[src/rtl/asram_pkg.sv]
package asram_pkg;

    typedef enum logic [2:0] {
        ST_IDLE,
        ST_RD_ACCESS,
        ST_RD_TURN,
        ST_WR_PULSE,
        ST_WR_RECOV,
        ST_STANDBY,
        ST_WAKE
    } asram_state_e;

    // Timing set of one speed grade, all in nanoseconds.
    typedef struct packed {
        int unsigned cycle_ns;   // read and write cycle minimum, also access maximum
        int unsigned oe_acc_ns;  // output enable to valid data
        int unsigned oe_hz_ns;   // output disable to high impedance
        int unsigned wpulse_ns;  // write pulse minimum
        int unsigned cs_end_ns;  // chip select to end of write
        int unsigned adr_end_ns; // address valid to end of write
        int unsigned dsetup_ns;  // data valid before end of write
    } grade_times_t;

    function automatic grade_times_t grade_times(input int unsigned grade);
        grade_times_t g;
        case (grade)
            1:       g = '{cycle_ns: 70, oe_acc_ns: 35, oe_hz_ns: 25, wpulse_ns: 55,
                           cs_end_ns: 60, adr_end_ns: 60, dsetup_ns: 30};
            2:       g = '{cycle_ns: 85, oe_acc_ns: 40, oe_hz_ns: 25, wpulse_ns: 55,
                           cs_end_ns: 70, adr_end_ns: 70, dsetup_ns: 35};
            default: g = '{cycle_ns: 55, oe_acc_ns: 25, oe_hz_ns: 20, wpulse_ns: 40,
                           cs_end_ns: 45, adr_end_ns: 45, dsetup_ns: 25};
        endcase
        return g;
    endfunction

    function automatic int unsigned umax(input int unsigned a, input int unsigned b);
        return (a > b) ? a : b;
    endfunction

    // Whole clock cycles covering a time, never fewer than one.
    function automatic int unsigned ns_to_cyc(input int unsigned t_ns, input int unsigned period_ns);
        int unsigned r;
        r = (t_ns + period_ns - 1) / period_ns;
        return (r < 1) ? 1 : r;
    endfunction

endpackage

[src/rtl/asram_wait_cnt.sv]
module asram_wait_cnt #(
    parameter int W = 8
) (
    input  logic         clk,
    input  logic         rst_n,
    input  logic         load,
    input  logic [W-1:0] load_val,
    output logic         expired
);

    logic [W-1:0] cnt;

    always_ff @(posedge clk) begin
        if (!rst_n) begin
            cnt <= '0;
        end else if (load) begin
            cnt <= load_val;
        end else if (cnt != '0) begin
            cnt <= cnt - 1'b1;
        end
    end

    assign expired = (cnt == '0);

endmodule

[src/rtl/asram_pin_drv.sv]
module asram_pin_drv #(
    parameter int AW = 19,
    parameter int DW = 8
) (
    input  logic          clk,
    input  logic          rst_n,
    input  logic          cs_on,
    input  logic          oe_on,
    input  logic          we_on,
    input  logic          drive_on,
    input  logic          addr_load,
    input  logic [AW-1:0] addr_in,
    input  logic          data_load,
    input  logic [DW-1:0] data_in,
    output logic          cs_n,
    output logic          oe_n,
    output logic          we_n,
    output logic          dq_oe,
    output logic [AW-1:0] addr_q,
    output logic [DW-1:0] dq_q
);

    // Strobes leave a flop so the memory pins never glitch.
    always_ff @(posedge clk) begin
        if (!rst_n) begin
            cs_n  <= 1'b1;
            oe_n  <= 1'b1;
            we_n  <= 1'b1;
            dq_oe <= 1'b0;
        end else begin
            cs_n  <= ~cs_on;
            oe_n  <= ~oe_on;
            we_n  <= ~we_on;
            dq_oe <= drive_on;
        end
    end

    always_ff @(posedge clk) begin
        if (!rst_n) begin
            addr_q <= '0;
            dq_q   <= '0;
        end else begin
            if (addr_load) addr_q <= addr_in;
            if (data_load) dq_q   <= data_in;
        end
    end

endmodule

[src/rtl/asram_rd_capture.sv]
module asram_rd_capture #(
    parameter int DW = 8
) (
    input  logic          clk,
    input  logic          rst_n,
    input  logic          capture,
    input  logic [DW-1:0] bus_in,
    output logic [DW-1:0] rdata
);

    always_ff @(posedge clk) begin
        if (!rst_n) begin
            rdata <= '0;
        end else if (capture) begin
            rdata <= bus_in;
        end
    end

endmodule

[src/rtl/asram_ctrl.sv]
module asram_ctrl #(
    parameter int unsigned CLK_PERIOD_NS = 10,
    parameter int unsigned SPEED_GRADE   = 0,
    parameter int unsigned RECOVERY_NS   = 5000000,
    parameter int          ADDR_W        = 19,
    parameter int          DATA_W        = 8
) (
    input  logic              clk,
    input  logic              rst_n,
    input  logic              req,
    input  logic              req_wr,
    input  logic [ADDR_W-1:0] req_addr,
    input  logic [DATA_W-1:0] req_wdata,
    input  logic              standby_req,
    output logic [DATA_W-1:0] rdata,
    output logic              done,
    output logic              mem_cs_n,
    output logic              mem_oe_n,
    output logic              mem_we_n,
    output logic [ADDR_W-1:0] mem_addr,
    output logic [DATA_W-1:0] mem_dq_o,
    output logic              mem_dq_oe,
    input  logic [DATA_W-1:0] mem_dq_i
);
    import asram_pkg::*;

    localparam grade_times_t GT = grade_times(SPEED_GRADE);
    localparam int unsigned N_RD  = ns_to_cyc(umax(GT.cycle_ns, GT.oe_acc_ns), CLK_PERIOD_NS);
    localparam int unsigned N_WP  = ns_to_cyc(umax(umax(GT.wpulse_ns, GT.cs_end_ns),
                                                   umax(GT.adr_end_ns, GT.dsetup_ns)), CLK_PERIOD_NS);
    localparam int unsigned N_WC  = ns_to_cyc(GT.cycle_ns, CLK_PERIOD_NS);
    localparam int unsigned N_WR  = (N_WC > N_WP) ? (N_WC - N_WP) : 1;
    localparam int unsigned N_HZ  = ns_to_cyc(GT.oe_hz_ns, CLK_PERIOD_NS);
    localparam int unsigned N_REC = ns_to_cyc(RECOVERY_NS, CLK_PERIOD_NS);
    localparam int unsigned N_MAX = umax(umax(N_RD, N_WP), umax(umax(N_WR, N_HZ), N_REC));
    localparam int          CW    = $clog2(N_MAX + 1);

    asram_state_e state, state_nxt;
    logic          load;
    logic [CW-1:0] load_val;
    logic          expired;
    logic          capture;
    logic          cs_on, oe_on, we_on, drive_on;
    logic          start_acc;
    logic          done_nxt;

    // State register
    always_ff @(posedge clk) begin
        if (!rst_n) state <= ST_IDLE;
        else        state <= state_nxt;
    end

    // Next state and wait loads
    always_comb begin
        state_nxt = state;
        load      = 1'b0;
        load_val  = '0;
        capture   = 1'b0;
        unique case (state)
            ST_IDLE: begin
                if (standby_req) begin
                    state_nxt = ST_STANDBY;
                end else if (req) begin
                    load = 1'b1;
                    if (req_wr) begin
                        state_nxt = ST_WR_PULSE;
                        load_val  = CW'(N_WP - 1);
                    end else begin
                        state_nxt = ST_RD_ACCESS;
                        load_val  = CW'(N_RD - 1);
                    end
                end
            end
            ST_RD_ACCESS: begin
                if (expired) begin
                    state_nxt = ST_RD_TURN;
                    load      = 1'b1;
                    load_val  = CW'(N_HZ - 1);
                    capture   = 1'b1;
                end
            end
            ST_RD_TURN: begin
                if (expired) state_nxt = ST_IDLE;
            end
            ST_WR_PULSE: begin
                if (expired) begin
                    state_nxt = ST_WR_RECOV;
                    load      = 1'b1;
                    load_val  = CW'(N_WR - 1);
                end
            end
            ST_WR_RECOV: begin
                if (expired) state_nxt = ST_IDLE;
            end
            ST_STANDBY: begin
                if (!standby_req) begin
                    state_nxt = ST_WAKE;
                    load      = 1'b1;
                    load_val  = CW'(N_REC - 1);
                end
            end
            ST_WAKE: begin
                if (expired) state_nxt = ST_IDLE;
            end
            default: state_nxt = ST_IDLE;
        endcase
    end

    // Output decode from the state being entered
    always_comb begin
        cs_on     = (state_nxt == ST_RD_ACCESS) || (state_nxt == ST_WR_PULSE);
        oe_on     = (state_nxt == ST_RD_ACCESS);
        we_on     = (state_nxt == ST_WR_PULSE);
        drive_on  = (state_nxt == ST_WR_PULSE);
        start_acc = (state == ST_IDLE) && cs_on;
        done_nxt  = ((state == ST_RD_ACCESS) && (state_nxt == ST_RD_TURN)) ||
                    ((state == ST_WR_PULSE)  && (state_nxt == ST_WR_RECOV));
    end

    always_ff @(posedge clk) begin
        if (!rst_n) done <= 1'b0;
        else        done <= done_nxt;
    end

    asram_wait_cnt #(.W(CW)) u_wait (
        .clk      (clk),
        .rst_n    (rst_n),
        .load     (load),
        .load_val (load_val),
        .expired  (expired)
    );

    asram_pin_drv #(.AW(ADDR_W), .DW(DATA_W)) u_pins (
        .clk       (clk),
        .rst_n     (rst_n),
        .cs_on     (cs_on),
        .oe_on     (oe_on),
        .we_on     (we_on),
        .drive_on  (drive_on),
        .addr_load (start_acc),
        .addr_in   (req_addr),
        .data_load (start_acc && req_wr),
        .data_in   (req_wdata),
        .cs_n      (mem_cs_n),
        .oe_n      (mem_oe_n),
        .we_n      (mem_we_n),
        .dq_oe     (mem_dq_oe),
        .addr_q    (mem_addr),
        .dq_q      (mem_dq_o)
    );

    asram_rd_capture #(.DW(DATA_W)) u_cap (
        .clk     (clk),
        .rst_n   (rst_n),
        .capture (capture),
        .bus_in  (mem_dq_i),
        .rdata   (rdata)
    );

endmodule

[config.mk]
export PLATFORM = sky130hd
export DESIGN_NAME = asram_ctrl
export DESIGN_NICKNAME = d
export VERILOG_FILES = /design/src/rtl/asram_pkg.sv /design/src/rtl/asram_wait_cnt.sv /design/src/rtl/asram_pin_drv.sv /design/src/rtl/asram_rd_capture.sv /design/src/rtl/asram_ctrl.sv
export SDC_FILE = /design/constraint.sdc
export NUM_CORES = 1
export LEC_CHECK = 0
export ABC_AREA = 1
export BUFFER_PORTS_ARGS = -buffer_cell sky130_fd_sc_hd__buf_2
export CORE_ASPECT_RATIO = 1.25
export CORE_MARGIN = 2
export CORE_UTILIZATION = 36
export DETAILED_ROUTE_END_ITERATION = 8
export GPL_TIMING_DRIVEN = 0
export PLACE_DENSITY = 0.62
export SYNTH_ARGS = -nofsm -noshare
export SYNTH_HDL_FRONTEND = slang
export SYNTH_SLANG_ARGS = --single-unit
[constraint.sdc]
create_clock -name clk -period 2.2 [get_ports clk]
set_clock_uncertainty 0.1 [all_clocks]
set_input_delay 0.11 -clock clk [delete_from_list [all_inputs] [get_ports clk]]
set_output_delay 0.11 -clock clk [all_outputs]
set_load 0.005 [all_outputs]
======== Yosys cells after proc, flatten, opt, wreduce, memory -nomap -nowiden ========
Index checks and enable logic that the tools add are counted.
word-level totals
  bits in registers ....................... 62
  word-level logic and storage cells ...... 58
operators by class
  add/subtract/negate cells ............... 1
  equality and inequality tests ........... 10
  mux-type cells .......................... 22
  bitwise operators ....................... 3
  reductions and logical operators ........ 12
operators with widths
  operator               count
  $mux 19                3
  $pmux 19 s3            1
  $mux 3                 8
  $logic_not 19->1       1
  $reduce_bool 19->1     1
  $sub 19x1->19 const B  1
  $pmux 3 s5             1
  $eq 3x2->1 const B     4
  $eq 3x3->1 const B     4
  $mux 1                 7
  $eq 3x1->1 const B     2
  $logic_and 1x1->1      4
  $logic_not 3->1        1
  $not 1->1              3
  $pmux 1 s3             1
  $reduce_or 3->1        1
  $logic_or 1x1->1       2
  $mux 2                 1
  $reduce_bool 2->1      1
  $reduce_or 2->1        1

======== Longest topological paths before layout ========
  depth after elaboration ................. 8
  mapped depth ............................ 12
  mapped depth without buffers ............ 11

======== Cells and area by module ========
A second synthesis with hierarchy kept.
unflattened totals
  cell total of the unflattened synthesis .. 500
  area, all modules ....................... 3234.4 um^2
modules (own cells, without submodules)
  module            instances  cells each  area each (um^2)
  asram_wait_cnt    1          210         1275.0
  asram_pin_drv     1          180         1221.2
  asram_ctrl        1          59          381.6
  asram_rd_capture  1          51          356.6

======== Worst setup path after synthesis ========
Ideal clock, no wire load.
  path type ............................... register to register
  from .................................... reg u_wait.cnt[0]
  to ...................................... reg done
  data arrival time ....................... 1509 ps
  data required time ...................... 1985 ps
  setup slack ............................. 476 ps
  stages on the path, launching flop included .. 13
  path buffers ............................ 1
  clock period less this slack ............ 1724 ps
  cell sequence ........................... dfxtp_1 -> inv_1 -> ha_1 -> nand2_4 -> nor2_8 -> nand3_4 -> buf_6 -> nand2_2 -> inv_2 -> nor2_4 -> nand2_1 -> nand3_1 -> nor2_1
on the way
  word-level cells in the longest chain between the ends .. 6
  elaborated cells on any way between the ends .. 10
  those cells by class .................... 2 x eq/ne; 4 x mux; 4 x reduce/logical
ends and longest elaborated chain
  item                                      RTL line                              RTL
  start: declaration                        asram_wait_cnt.sv:11                  logic [W-1:0] cnt;
  start signal: assignment                  asram_wait_cnt.sv:17                  cnt <= load_val;
  start signal: assignment                  asram_wait_cnt.sv:19                  cnt <= cnt - 1'b1;
  $logic_not 19->1 *                        asram_wait_cnt.sv:23                  assign expired = (cnt == '0);
  $mux 3 (on tied branches)                 -
  $pmux 3 s5 *                              asram_ctrl.sv:59                      unique case (state)
  $eq 3x2->1 or $eq 3x3->1 (tied branches)  asram_ctrl.sv:116, asram_ctrl.sv:117
  $logic_and 1x1->1 (on tied branches)      asram_ctrl.sv:116, asram_ctrl.sv:117
  $logic_or 1x1->1 *                        asram_ctrl.sv:116                     done_nxt = ((state == ST_RD_ACCESS) && (state_nxt == ST_RD_TURN)) ||
  end signal: assignment                    asram_ctrl.sv:122                     else done <= done_nxt;
  end: declaration                          asram_ctrl.sv:16                      output logic done,
Mark *: on every way between the ends. The rest lies on a longest branch, timed or not.
A chain may end at the register's enable or synchronous reset.

======== Worst setup path after layout ========
  from .................................... reg u_wait.cnt[0]
  to ...................................... reg u_cap.rdata[4]
on the way
  word-level cells in the longest chain between the ends .. 3
ends and longest elaborated chain
  item                    RTL line                RTL
  $logic_not 19->1        asram_wait_cnt.sv:23
  $mux 1                  asram_ctrl.sv:75        if (expired) begin
  $mux 1                  asram_ctrl.sv:59
  end signal: assignment  asram_rd_capture.sv:15  rdata <= bus_in;
  end: declaration        asram_rd_capture.sv:8   output logic [DW-1:0] rdata
No other way between the ends.

==> reports/metrics.csv <==
metric;value;unit
status;finished, final reports clean;
Synth Flop Type;dfxtp_1;
Reg area;0.001241;mm^2
Yosys top cell area share;45.05;%
CTS clk-pin slew, worst paths;0.07;ns
Distinct cells, synth;32;
crit path time final;1.987;ns
CTS buffer count;9;
M1 WL;3133;um
WL final;7143;um
clk buf depth;2;
vias in the first global route;2628;
io pins;80;
Vias/cell;4.719;
data arrival time of the worst path;2.10;ns
Cells after Synth;368;
# setup viols final;0;
HPWL after DPL;5006;um
CTS tree;built;
Pins Over Slew Limit;0;
top layer in use;met4;
FF-to-FF Start;u_wait.cnt[0];
hold path start;rst_n;
first-pass GRT wire length;11670;um
Placed Cells;539;
Tcrit/Tclk final;90.32;%
count of warnings emitted by yosys;0;
share of post-route cells with drive strength above 1;25.90;%
Slew headroom;68.64;%
filler cell count;725;
port bufs;79;
largest cells by area after synthesis;dfxtp_1, nor2_1, o21ai_0;
grt ovf;0;
synthesized flop and latch total;62;
CTS Sinks;62;
clock latency on the worst-skew pair;0.34;ns
Post-CTS Setup Bufs;0;
multi-input logic area;0.001361;mm^2
antenna viol nets, final;0;
Non-Filler Instances;590;
Cell Area, Synth;0.002755;mm^2
pre-CTS setup slack;0.1908;ns
path type of the worst setup path;flop to flop;
hold slack;0.02211;ns
TNS Setup;0;ns
Final Util;51.19;%
crit start category;flop;
clock root buffer;clkbuf_8;
Worst Slack Setup Final;0.2130;ns
pin count of the biggest net entering global routing;11;
FFs w/ async S/R, synth;0;%
max-cap violation count;0;
GP Congestion;0.8361;
syn_area_per_cell;7.487;um^2
Yosys top cell by area;dfxtp_1;
fmax;503.3;MHz
initial antenna violation count;0;
die span in y;101.8;um
drt first pass iters;4;
Worst Setup SP;u_wait.cnt[0];
Slew @ Worst Pin;0.4704;ns
Post-synth EDFFs;0;
vias post-DR;2784;
Routed met2 length;3489;um
core area;0.007401;mm^2
average wire per standard cell;12.11;um
H-Tree Depth;3;
Worst setup EP type;flop;
row cnt;35;
Cell Area, Placed;0.003266;mm^2
Leak;1.842;nW
DRC marker count from the first detailed-route iteration;80;
Initial Utilization;37.23;%
post-synthesis sequential area ratio;45.05;%
RSZ-0062 raised after global routing;false;
critical path required time;2.31;ns
DRC errors left;0;
Crit Path Max Fanout;10;
Die ar.;0.008373;mm^2
hold crit path type;input port to flop;
diode count;0;
metal3 WL;317;um
Hold Fails Final Rpt;0;
Nets;534;
Total Power;5.106;mW
Worst VDD drop;578.3;uV
Syn Nets;409;
Design Area, Final;0.003789;mm^2
Layout Area Growth over Synthesis;37.51;%
GRT Total Usage;18.11;%
Die Span X;82.25;um
power density over the cells;1348;mW/mm^2
==> area by class of cell <==
| cell class | instances | area share (%) |
|---|---|---|
| sequential | 62 | 32.76 |
| inverter | 28 | 2.840 |
| clock buffer | 12 | 3.831 |
| tap | 92 | 3.038 |
| multi-input combinational | 268 | 35.93 |
| clock inverter | 4 | 0.5945 |
| timing repair buffer | 114 | 19.68 |
| buffer | 10 | 1.321 |
==> critical path, cell delays in order, from the launching register on <==
cell     delay, ns
dfxtp_1       0.32
inv_1         0.14
ha_1          0.30
nand2_4       0.12
nor2_8        0.18
nand3_4       0.09
buf_6         0.17
nand2_4       0.10
nand2_1       0.16
nand2_1       0.11
a21oi_1       0.06
==> cells in the mapped netlist, types with 2 or more instances <==
master and number:
a211oi_1 2, a21oi_1 20, buf_2 3, clkbuf_1 5, dfxtp_1 62, inv_1 21, inv_2 5, nand2_1 38
nand2_2 9, nand2_4 3, nand3_1 19, nand4_1 7, nor2_1 102, nor2_2 2, nor2_4 5, nor4_1 4
o21ai_0 34, o21ai_1 2, xnor2_1 3, xor2_1 10
==> sequential cells by signal, summed over array words and instances, names as in the netlist <==
register and cells:
u_wait.cnt 19, u_pins.we_n 1, u_pins.dq_q 8, u_pins.dq_oe 1, u_pins.addr_q 19, u_cap.rdata 8
done 1, u_pins.cs_n 1, u_pins.oe_n 1, state 3
==> power breakdown <==
group	internal (mW)	switching, mW
Combinational	0.976	1.58
Sequential	1.46	0.225
Clock	0.434	0.433
==> worst paths after layout <==
kind | to | slack, ns | cells past startpoint
worst min-delay path | u_pins.addr_q[5] | 0.02 | 3
worst max register to register | u_cap.rdata[4] | 0.21 | 10
worst min register to register | u_cap.rdata[0] | 0.36 | 2
worst max-delay path | u_cap.rdata[4] | 0.21 | 10
==> repair_timing <==
item / 4_1_cts / 5_1_grt
endpoints found under the hold margin: 35 / 0
endpoints found under the setup margin: 0 / 1
hold buffers: 35 / 0
resized for setup: 0 / 1
==> logic make-up (layout without fill, tap and decap cells) <==
kind of cell | Yosys count | count (layout) | synth area share (%)
AND/OR/NAND/NOR | 195 | 195 | 33.65
flip-flops | 62 | 62 | 45.05
AO/OA/AOI/OAI | 59 | 59 | 10.99
buffers and inverters | 38 | 168 | 5.722
XOR/XNOR | 13 | 13 | 4.133
adder cells (fa/ha/maj) | 1 | 1 | 0.4541
==> metal layers <==
layer	vias up	GRT usage, %
met5	-	0
met4	0	9.103
met3	13	4.770
li1	1447	-
met1	1260	21.66
met2	64	29.65
==> layout by cell type (no fill, tap or decap), types with 18 or more instances in the layout <==
cell / netlist / routed
dfxtp_1: 62 / 62
a21oi_1: 20 / 20
nor2_1: 102 / 102
inv_1: 21 / 21
dlygate4sd3_1: 0 / 35
nand3_1: 19 / 18
nand2_1: 38 / 38
o21ai_0: 34 / 34
buf_2: 3 / 82
Power figures use the tool's default switching activity.
